--- config.mk ---
export PLATFORM = sky130hd
export DESIGN_NAME = dsadc_sar_seq
export DESIGN_NICKNAME = d
export VERILOG_FILES = /design/src/rtl/dsadc_seq_pkg.sv /design/src/rtl/dsadc_sync.sv /design/src/rtl/dsadc_dwell.sv /design/src/rtl/dsadc_sar_reg.sv /design/src/rtl/dsadc_sar_seq.sv
export SDC_FILE = /design/constraint.sdc
export NUM_CORES = 1
export LEC_CHECK = 0
export ABC_AREA = 0
export ABC_CLOCK_PERIOD_IN_PS = 2520
export BUFFER_PORTS_ARGS = -buffer_cell sky130_fd_sc_hd__buf_2
export CORE_UTILIZATION = 30
export CTS_CLUSTER_SIZE = 24
export DETAILED_ROUTE_END_ITERATION = 12
export HOLD_SLACK_MARGIN = 0.1
export PLACE_DENSITY = 0.48
export SLEW_MARGIN = 15
export SYNTH_ARGS = -nofsm -noshare
export SYNTH_HDL_FRONTEND = slang
export SYNTH_SLANG_ARGS = --single-unit
--- constraint.sdc ---
create_clock -name clk -period 2.52 [get_ports clk]
set_input_delay 0.504 -clock clk [delete_from_list [all_inputs] [get_ports clk]]
set_output_delay 0.504 -clock clk [all_outputs]
set_load 0.03 [all_outputs]
--- src/rtl/dsadc_seq_pkg.sv ---
// Package: shared types for the conversion sequencer.
// Assumes: nothing beyond IEEE 1800-2017.
package dsadc_seq_pkg;

    // Top-level sequencing state.
    typedef enum logic [0:0] {
        SEQ_IDLE = 1'b0,
        SEQ_CONV = 1'b1
    } seq_state_e;

    // Minimum number of synchroniser flops for the comparator input.
    localparam int unsigned MIN_SYNC_STAGES = 2;

endpackage : dsadc_seq_pkg

--- src/rtl/dsadc_sync.sv ---
// Module: dsadc_sync
// Purpose: brings the asynchronous comparator output into the clock domain
//          through a chain of flops.
// Assumes: STAGES >= 2; the input holds steady for several clocks around
//          each decision, so a single metastable sample is harmless.
module dsadc_sync #(
    parameter int unsigned STAGES = 2
) (
    input  logic clk,
    input  logic rst_n,
    input  logic d_async,
    output logic q_sync
);

    logic [STAGES-1:0] chain;

    // Shift the input through the flop chain; clear on reset.
    always_ff @(posedge clk) begin
        if (!rst_n) chain <= '0;
        else        chain <= {chain[STAGES-2:0], d_async};
    end

    assign q_sync = chain[STAGES-1];

    initial begin
        AST_SYNC_DEPTH: assert (STAGES >= dsadc_seq_pkg::MIN_SYNC_STAGES);
    end

endmodule : dsadc_sync

--- src/rtl/dsadc_dwell.sv ---
// Module: dsadc_dwell
// Purpose: times one trial. It counts 2^DAC_W clocks for bitstream
//          averaging, repeated (mult+1) times for filter settling, and
//          flags the last clock of the trial.
// Assumes: load restarts the count and captures the multiplier; clr wins
//          over load; run is high only while a conversion is active.
module dsadc_dwell #(
    parameter int unsigned DAC_W = 9,
    parameter int unsigned SET_W = 4
) (
    input  logic             clk,
    input  logic             rst_n,
    input  logic             clr,
    input  logic             load,
    input  logic             run,
    input  logic [SET_W-1:0] mult,
    output logic             last
);

    logic [DAC_W-1:0] sub_cnt;
    logic [SET_W-1:0] mul_cnt;
    logic [SET_W-1:0] mult_q;
    logic             sub_wrap;

    assign sub_wrap = &sub_cnt;
    assign last     = run && sub_wrap && (mul_cnt == mult_q);

    // Count clocks within the trial; restart on load, clear, or trial end.
    always_ff @(posedge clk) begin
        if (!rst_n || clr) begin
            sub_cnt <= '0;
            mul_cnt <= '0;
        end else if (load || last) begin
            sub_cnt <= '0;
            mul_cnt <= '0;
        end else if (run) begin
            sub_cnt <= sub_cnt + 1'b1;
            if (sub_wrap) mul_cnt <= mul_cnt + 1'b1;
        end
    end

    // Capture the settle multiplier once per conversion.
    always_ff @(posedge clk) begin
        if (!rst_n)    mult_q <= '0;
        else if (load) mult_q <= mult;
    end

    AST_MUL_BOUND: assert property (@(posedge clk) disable iff (!rst_n)
        mul_cnt <= mult_q);
    AST_MULT_HELD: assert property (@(posedge clk) disable iff (!rst_n)
        !load |=> $stable(mult_q));

endmodule : dsadc_dwell

--- src/rtl/dsadc_sar_reg.sv ---
// Module: dsadc_sar_reg
// Purpose: holds the trial word and a one-hot pointer to the bit under
//          test, and applies each comparator decision.
// Assumes: clr beats load, and load beats step; keep is the synchronised
//          comparator value sampled on the step clock.
module dsadc_sar_reg #(
    parameter int unsigned DAC_W = 9
) (
    input  logic             clk,
    input  logic             rst_n,
    input  logic             clr,
    input  logic             load,
    input  logic             step,
    input  logic             keep,
    output logic [DAC_W-1:0] word,
    output logic             last_bit,
    output logic [DAC_W-2:0] result
);

    localparam logic [DAC_W-1:0] MID = {1'b1, {(DAC_W-1){1'b0}}};

    logic [DAC_W-1:0] mask;
    logic [DAC_W-1:0] decided;

    // Apply the decision to the bit under test.
    always_comb begin
        decided = keep ? word : (word & ~mask);
    end

    assign last_bit = mask[0];
    assign result   = decided[DAC_W-1:1];

    // Trial register and bit pointer update.
    always_ff @(posedge clk) begin
        if (!rst_n || clr) begin
            word <= '0;
            mask <= '0;
        end else if (load) begin
            word <= MID;
            mask <= MID;
        end else if (step) begin
            word <= decided | (mask >> 1);
            mask <= mask >> 1;
        end
    end

    AST_MASK_ONEHOT: assert property (@(posedge clk) disable iff (!rst_n)
        $onehot0(mask));
    AST_WORD_ABOVE_PTR: assert property (@(posedge clk) disable iff (!rst_n)
        (step && !load && !clr && !last_bit) |=> (word & (mask - 1'b1)) == '0);

endmodule : dsadc_sar_reg

--- src/rtl/dsadc_sar_seq.sv ---
// Module: dsadc_sar_seq (top)
// Purpose: sequences successive-approximation conversions for a delta-sigma
//          DAC and an external comparator. It starts each conversion with a
//          sample pulse and pushes each result into a downstream FIFO.
// Assumes: DAC_W >= 2; SET_W is between 4 and 8; the FIFO accepts a push
//          in any cycle where it is not full.
module dsadc_sar_seq
    import dsadc_seq_pkg::*;
#(
    parameter int unsigned DAC_W       = 9,
    parameter int unsigned SET_W       = 4,
    parameter int unsigned SYNC_STAGES = 2
) (
    input  logic             clk,
    input  logic             rst_n,
    input  logic             conv_en,
    input  logic [SET_W-1:0] settle_mult,
    input  logic             cmp_above,
    input  logic             fifo_full,
    output logic [DAC_W-1:0] dac_word,
    output logic             sample_hold,
    output logic [DAC_W-2:0] res_data,
    output logic             res_push
);

    localparam int unsigned      RES_W = DAC_W - 1;
    localparam logic [DAC_W-1:0] MID   = {1'b1, {(DAC_W-1){1'b0}}};

    seq_state_e       state;
    logic             cmp_sync;
    logic             trial_last;
    logic             bit_last;
    logic [RES_W-1:0] sar_result;
    logic             conv_done;
    logic             start_conv;
    logic             step_trial;
    logic             run_dwell;

    // Control decode.
    always_comb begin
        run_dwell  = conv_en && (state == SEQ_CONV);
        step_trial = run_dwell && trial_last;
        conv_done  = step_trial && bit_last;
        start_conv = conv_en && ((state == SEQ_IDLE) || conv_done);
    end

    dsadc_sync #(.STAGES(SYNC_STAGES)) u_sync (
        .clk     (clk),
        .rst_n   (rst_n),
        .d_async (cmp_above),
        .q_sync  (cmp_sync)
    );

    dsadc_dwell #(.DAC_W(DAC_W), .SET_W(SET_W)) u_dwell (
        .clk   (clk),
        .rst_n (rst_n),
        .clr   (!conv_en),
        .load  (start_conv),
        .run   (run_dwell),
        .mult  (settle_mult),
        .last  (trial_last)
    );

    dsadc_sar_reg #(.DAC_W(DAC_W)) u_sar (
        .clk      (clk),
        .rst_n    (rst_n),
        .clr      (!conv_en),
        .load     (start_conv),
        .step     (step_trial),
        .keep     (cmp_sync),
        .word     (dac_word),
        .last_bit (bit_last),
        .result   (sar_result)
    );

    // State, sample pulse, and result push.
    always_ff @(posedge clk) begin
        if (!rst_n) begin
            state       <= SEQ_IDLE;
            sample_hold <= 1'b0;
            res_push    <= 1'b0;
            res_data    <= '0;
        end else begin
            sample_hold <= 1'b0;
            res_push    <= 1'b0;
            if (!conv_en) begin
                state <= SEQ_IDLE;
            end else begin
                if (start_conv) begin
                    state       <= SEQ_CONV;
                    sample_hold <= 1'b1;
                end
                if (conv_done && !fifo_full) begin
                    res_data <= sar_result;
                    res_push <= 1'b1;
                end
            end
        end
    end

    AST_START_MID: assert property (@(posedge clk) disable iff (!rst_n)
        sample_hold |-> (dac_word == MID));
    AST_PUSH_NOT_FULL: assert property (@(posedge clk) disable iff (!rst_n)
        fifo_full |=> !res_push);
    AST_IDLE_CLEAR: assert property (@(posedge clk) disable iff (!rst_n)
        !conv_en |=> (dac_word == '0 && !sample_hold && !res_push));
    AST_PUSH_RESTART: assert property (@(posedge clk) disable iff (!rst_n)
        res_push |-> sample_hold);
    AST_DATA_HELD: assert property (@(posedge clk) disable iff (!rst_n)
        !res_push |-> $stable(res_data));

endmodule : dsadc_sar_seq

# Word level (Yosys, flattened, before mapping)
# Cells that the tools add are included.
[word_totals] reg_bits=48 inputBits=9 output_inout_bits=19 elab_cells=46
[op_classes] n_addsub=2 n_eq_ne=1 n_mux=7 bitwise=4 n_reduce_logical=20
[ops] operator="$mux W9" count=5
[ops] operator="$reduce_and A10 Y1" count=1
[ops] operator="$add A9 B1 Y9 const B" count=1
[ops] operator="$and A9 B9 Y9" count=1
[ops] operator="$not A9 Y9" count=1
[ops] operator="$or A9 B8 Y9" count=1
[ops] operator="$reduce_and A9 Y1" count=1
[ops] operator="$logic_and A1 B1 Y1" count=7
[ops] operator="$add A4 B1 Y4 const B" count=1
[ops] operator="$eq A4 B4 Y1" count=1
[ops] operator="$reduce_and A2 Y1" count=2
[ops] operator="$reduce_or A2 Y1" count=2
[ops] operator="$logic_not A1 Y1" count=3
[ops] operator="$logic_or A1 B1 Y1" count=3
[ops] operator="$mux W1" count=2
[ops] operator="$reduce_bool A2 Y1" count=1
[ops] operator="$not A1 Y1" count=1

# Logic depth before layout (Yosys ltp)
[logic_depth] ltp_word=9 ltp_mapped=9 ltp_nobuf=7

# Modules after synthesis
# A second synthesis with hierarchy kept.
[hier_totals] hier_cells=220 hier_area_um2=2050.7
[by_module_without_submodules] mod="dsadc_dwell" instances=1 cells_each=84 area_each_um2=828.3 seq_area_each_um2=340.3
[by_module_without_submodules] mod="dsadc_sar_reg" instances=1 cells_each=85 area_each_um2=728.2 seq_area_each_um2=360.3
[by_module_without_submodules] mod="dsadc_sar_seq" instances=1 cells_each=47 area_each_um2=441.7 seq_area_each_um2=220.2
[by_module_without_submodules] mod="dsadc_sync" instances=1 cells_each=4 area_each_um2=52.6 seq_area_each_um2=40.0

# Least setup slack after synthesis
# No wires, ideal clock.
[synth_timing] path_type="register -> register" startpoint="register u_dwell.sub_cnt[3]" endpoint="register res_data[0]" arrival_time_ps=1795 required_ps=2448 path_slack_ps=653 path_stages_with_launch=10 path_buffers=2 period_less_slack_ps=1867 cell_sequence="dfxtp_1 -> and3_1 -> nand3_2 -> nor2_1 -> ha_1 -> nand3_1 -> buf_4 -> nor4_4 -> buf_6 -> mux2i_1"
[synth_between] elab_chain_len=7
[synth_rtl] element="start: declaration" line_no="dsadc_dwell.sv:20" text="logic [DAC_W-1:0] sub_cnt;"
[synth_rtl] element="start signal: assignment" line_no="dsadc_dwell.sv:37" text="sub_cnt <= sub_cnt + 1'b1;"
[synth_rtl] element="$reduce_and A9 Y1" line_no="dsadc_dwell.sv:25" text="assign sub_wrap = &sub_cnt;"
[synth_rtl] element="$logic_and A1 B1 Y1 (2 in series)" line_no="dsadc_dwell.sv:26" text="assign last = run && sub_wrap && (mul_cnt == mult_q);"
[synth_rtl] element="$logic_and A1 B1 Y1" line_no="dsadc_sar_seq.sv:42" text="step_trial = run_dwell && trial_last;"
[synth_rtl] element="$logic_and A1 B1 Y1" line_no="dsadc_sar_seq.sv:43" text="conv_done = step_trial && bit_last;"
[synth_rtl] element="$logic_and A1 B1 Y1" line_no="dsadc_sar_seq.sv:93" text="if (conv_done && !fifo_full) begin"
[synth_rtl] element="$reduce_and A2 Y1 (no source line)"
[synth_rtl] element="end signal: assignment" line_no="dsadc_sar_seq.sv:94" text="res_data <= sar_result;"
[synth_rtl] element="end: declaration" line_no="dsadc_sar_seq.sv:22" text="output logic [DAC_W-2:0] res_data,"
# Every way passes these cells.
# A chain may end at the register's enable or synchronous reset.

# Worst setup path after layout
[layout_timing] startpoint="register u_dwell.sub_cnt[3]" endpoint="register u_sar.word[2]"
[layout_between] elab_chain_len=8
[layout_rtl] element="$reduce_and A9 Y1 *" line_no="dsadc_dwell.sv:25"
[layout_rtl] element="$logic_and A1 B1 Y1 * (2 in series)" line_no="dsadc_dwell.sv:26"
[layout_rtl] element="$logic_and A1 B1 Y1 *" line_no="dsadc_sar_seq.sv:42"
[layout_rtl] element="$logic_and A1 B1 Y1" line_no="dsadc_sar_seq.sv:43"
[layout_rtl] element="$logic_or A1 B1 Y1" line_no="dsadc_sar_seq.sv:44" text="start_conv = conv_en && ((state == SEQ_IDLE) || conv_done);"
[layout_rtl] element="$logic_and A1 B1 Y1" line_no="dsadc_sar_seq.sv:44"
[layout_rtl] element="$reduce_or A2 Y1 (no source line)"
[layout_rtl] element="end signal: assignment" line_no="dsadc_sar_reg.sv:42" text="word <= decided | (mask >> 1);"
[layout_rtl] element="end: declaration" line_no="dsadc_sar_reg.sv:15" text="output logic [DAC_W-1:0] word,"
# Mark *: on every way between the ends. The rest lies on a longest branch, timed or not.

==> flow_summary.toml <==
[outcome]
status = "finished clean"

[timing]
hold_ws_ns = 0.409
finalCritPeriodShare_pct = 83.6
min_period_ns = 2.11
maxSlewViolCount = 0
final-setup-viol-count = 0
final-hold-violation-count = 0
fmax_mhz = 475
worst_slew_pin_slew_ns = 0.457
slew_headroom_pct = 69.6
finalSetupTns_ns = 0
post-route-worst-setup-slack_ns = 0.414
skew_ns = 0.00968
rsz0062_at_grt = "false"

[power_and_ir_drop]
ir_worst_vdd_v = 0.000169
switching_share_pct = 23.6
power_leakage_nw = 0.841
p_per_area_mw_per_mm2 = 558
p_clk_share_pct = 35.4
p_int_mw = 1.02
switchingPower_mw = 0.316
p_total_mw = 1.33
seq_power_share_pct = 58.1
pwr-share-comb_pct = 6.5

[place]
place_inst = 328
numPortBuffers = 27
place_ws_ns = 0.301
dpl.hpwl_um = 3190
place_congestion = 0.728
placed_cell_area_sq_mm = 0.00230

[global_route]
antenna_found_initial = 0
busiest_layer = "met1"
grt_usage_pct = 14.2
groute.layer.met3.usage_pct = 3.70
grt_pass1_vias = 1603
gr-usage-met1_pct = 20.8
grt_pass1_wl_um = 8060
met2_usage_pct = 19.6
grt_max_degree = 22
grt-ovfl-total = 0

[clocking]
htree_levels = 2
cts-resized-gates = 0
post_cts_buffers = 0
hold_buffers = 0
cts.sinks = 48
clock_path_buffers = 2
clkLatencyLatePin_ns = 0.30
cts_root_buf = "clkbuf_8"
numCtsBuffers = 5
clk_pin_slew_worst_paths_ns = 0.08
cts_tree = "done"

[finish]
multi_input_area_sq_mm = 0.00102
final_nets = 270
final_common_cell = "dfxtp_1"
final_cell_mix = "dfxtp_1, buf_2, nand2_1"
utilization_pct = 36.8
fillers = 694
drive_above_1_share_pct = 18.9
area_growth_pct = 15.5
register_area_sq_um = 961
instances_no_fill = 336
diodes = 0
fin_area_sq_mm = 0.00239

[setup_path]
cp.required_ns = 2.75
start_kind = "flip-flop"
slowest_delay_ns = 0.42
endpoint_kind = "flip-flop"
crit_top_cell = "and3_1"
cp_cell_sequence = "and3_1, nand3_2, nor2_1, ha_1, and3_1, buf_4, nand3_1, a21oi_1"
path_class = "flip-flop to flip-flop"
cp_max_fo = 11
crit_arrival_ns = 2.33
slowest_stage = "and3_1"

[synthesis]
yosysSeqAreaShare_pct = 46.4
synthCells = 229
yosysWarnings = 0
syn_avg_cell_area_sq_um = 9.04
syn-num-nets = 241
yosys_register_bits = 48
ys_types = 30
synth_area_sq_mm = 0.00207

[die]
core_sq_mm = 0.00649
num_rows = 29
initial_core_util_pct = 31.9
die_y_um = 85.1
dieArea_sq_mm = 0.00724
die_w_um = 85.1
io_pins = 28

[drt]
drt_wl_total_um = 4570
vias = 1672
drc = 0
antenna_violating_nets_post_route = 0
first_iter_violations = 72
viasPerCell = 4.98
routedWlPerCell_um = 13.6
dr.pass1.iters = 4

[flow_run]
maxCapViolCount = 0

[hold_path]
hold_path_class = "input port to flip-flop"
## final cells by class
cell class                      instances  area share [%]
Tap cell                               77            4.03
Multi-Input combinational cell        161            42.6
Inverter                                6           0.941
Timing Repair Buffer                   36            8.47
Sequential cell                        48            40.2
Clock buffer                            8            3.77
## path summary, 6_finish.rpt
path | depth (start not counted) | endpoint | start | slack, ns
worst min-delay path | 2 | u_sync.chain[0] | cmp_above | 0.41
worst max-delay path | 8 | u_sar.word[2] | u_dwell.sub_cnt[3] | 0.41
worst min register to register | 1 | u_dwell.sub_cnt[0] | u_dwell.sub_cnt[0] | 0.44
worst max register to register | 8 | u_sar.word[2] | u_dwell.sub_cnt[3] | 0.41
## kinds of logic (layout without fill, tap and decap cells)
| family | Yosys count | count (layout) | synth area share (%) |
|---|---|---|---|
| simple gates | 89 | 89 | 23.1 |
| flops | 48 | 48 | 46.4 |
| compound gates | 47 | 47 | 14.1 |
| buf+inv | 20 | 50 | 4.59 |
| mux | 12 | 12 | 5.80 |
| xor+xnor | 10 | 10 | 4.23 |
| fa+ha+maj | 3 | 3 | 1.81 |
## power by group through the flow
| stage | registers, mW | logic, mW | clock network, mW |
|---|---|---|---|
| after global placement | 0.793 | 0.0872 | 0 |
| final | 0.775 | 0.0871 | 0.472 |
| after CTS | 0.775 | 0.0892 | 0.485 |
| after global routing | 0.777 | 0.0968 | 0.519 |
| after floorplan | 0.794 | 0.0570 | 0 |
| after detailed placement | 0.793 | 0.0879 | 0 |
## worst max-delay path, delay by kind of cell (launching register included)
kind	cells	cell delay (ns)
adders and majority gates	1	0.17
DFF	1	0.38
AOI/OAI and AO/OA	1	0.18
buffers and inverters	1	0.24
and+or+nand+nor	5	1.06
## metal layers
| metal | vias up | part of all wire (%) |
|---|---|---|
| li1 | 875 | - |
| met1 | 752 | 54 |
| met2 | 37 | 40 |
| met3 | 8 | 4.0 |
| met4 | 0 | 2.0 |
| met5 | - | 0 |
## synth_stat cells
| cell type | number | area share [%] |
|---|---|---|
| o31ai_4 | 1 | 1.0 |
| nand3_1 | 19 | 4.6 |
| or4_1 | 2 | 0.72 |
| o21ai_0 | 4 | 0.97 |
| buf_6 | 1 | 0.54 |
| xnor2_1 | 4 | 1.7 |
| and2_1 | 3 | 0.91 |
| nand4_1 | 12 | 3.6 |
| nand2b_1 | 8 | 2.4 |
| o21ai_1 | 8 | 1.9 |
| or3_1 | 2 | 0.60 |
| clkbuf_1 | 5 | 0.91 |
| dfxtp_1 | 48 | 46 |
| inv_1 | 6 | 1.1 |
| nand2_1 | 23 | 4.2 |
| o31ai_1 | 10 | 3.6 |
| a21oi_1 | 20 | 4.8 |
| nor4_4 | 1 | 1.0 |
| nand3_2 | 2 | 0.97 |
| a32oi_2 | 1 | 0.79 |
| nor2_1 | 11 | 2.0 |
| and3_1 | 4 | 1.2 |
| ha_1 | 3 | 1.8 |
| a31oi_1 | 3 | 0.91 |
| mux2i_1 | 12 | 5.8 |
| and2_4 | 1 | 0.42 |
| buf_4 | 1 | 0.36 |
| buf_2 | 7 | 1.7 |
| xor2_1 | 6 | 2.5 |
| and4_1 | 1 | 0.42 |
## state kept, by name, summed over array words and instances, names as in the netlist
register,cells
state,1
u_sync.chain,2
u_sar.mask,9
u_dwell.mult_q,4
u_sar.word,9
res_push,1
res_data,8
u_dwell.sub_cnt,9
u_dwell.mul_cnt,4
sample_hold,1
Note: power is estimated with default switching activity, not from simulation.
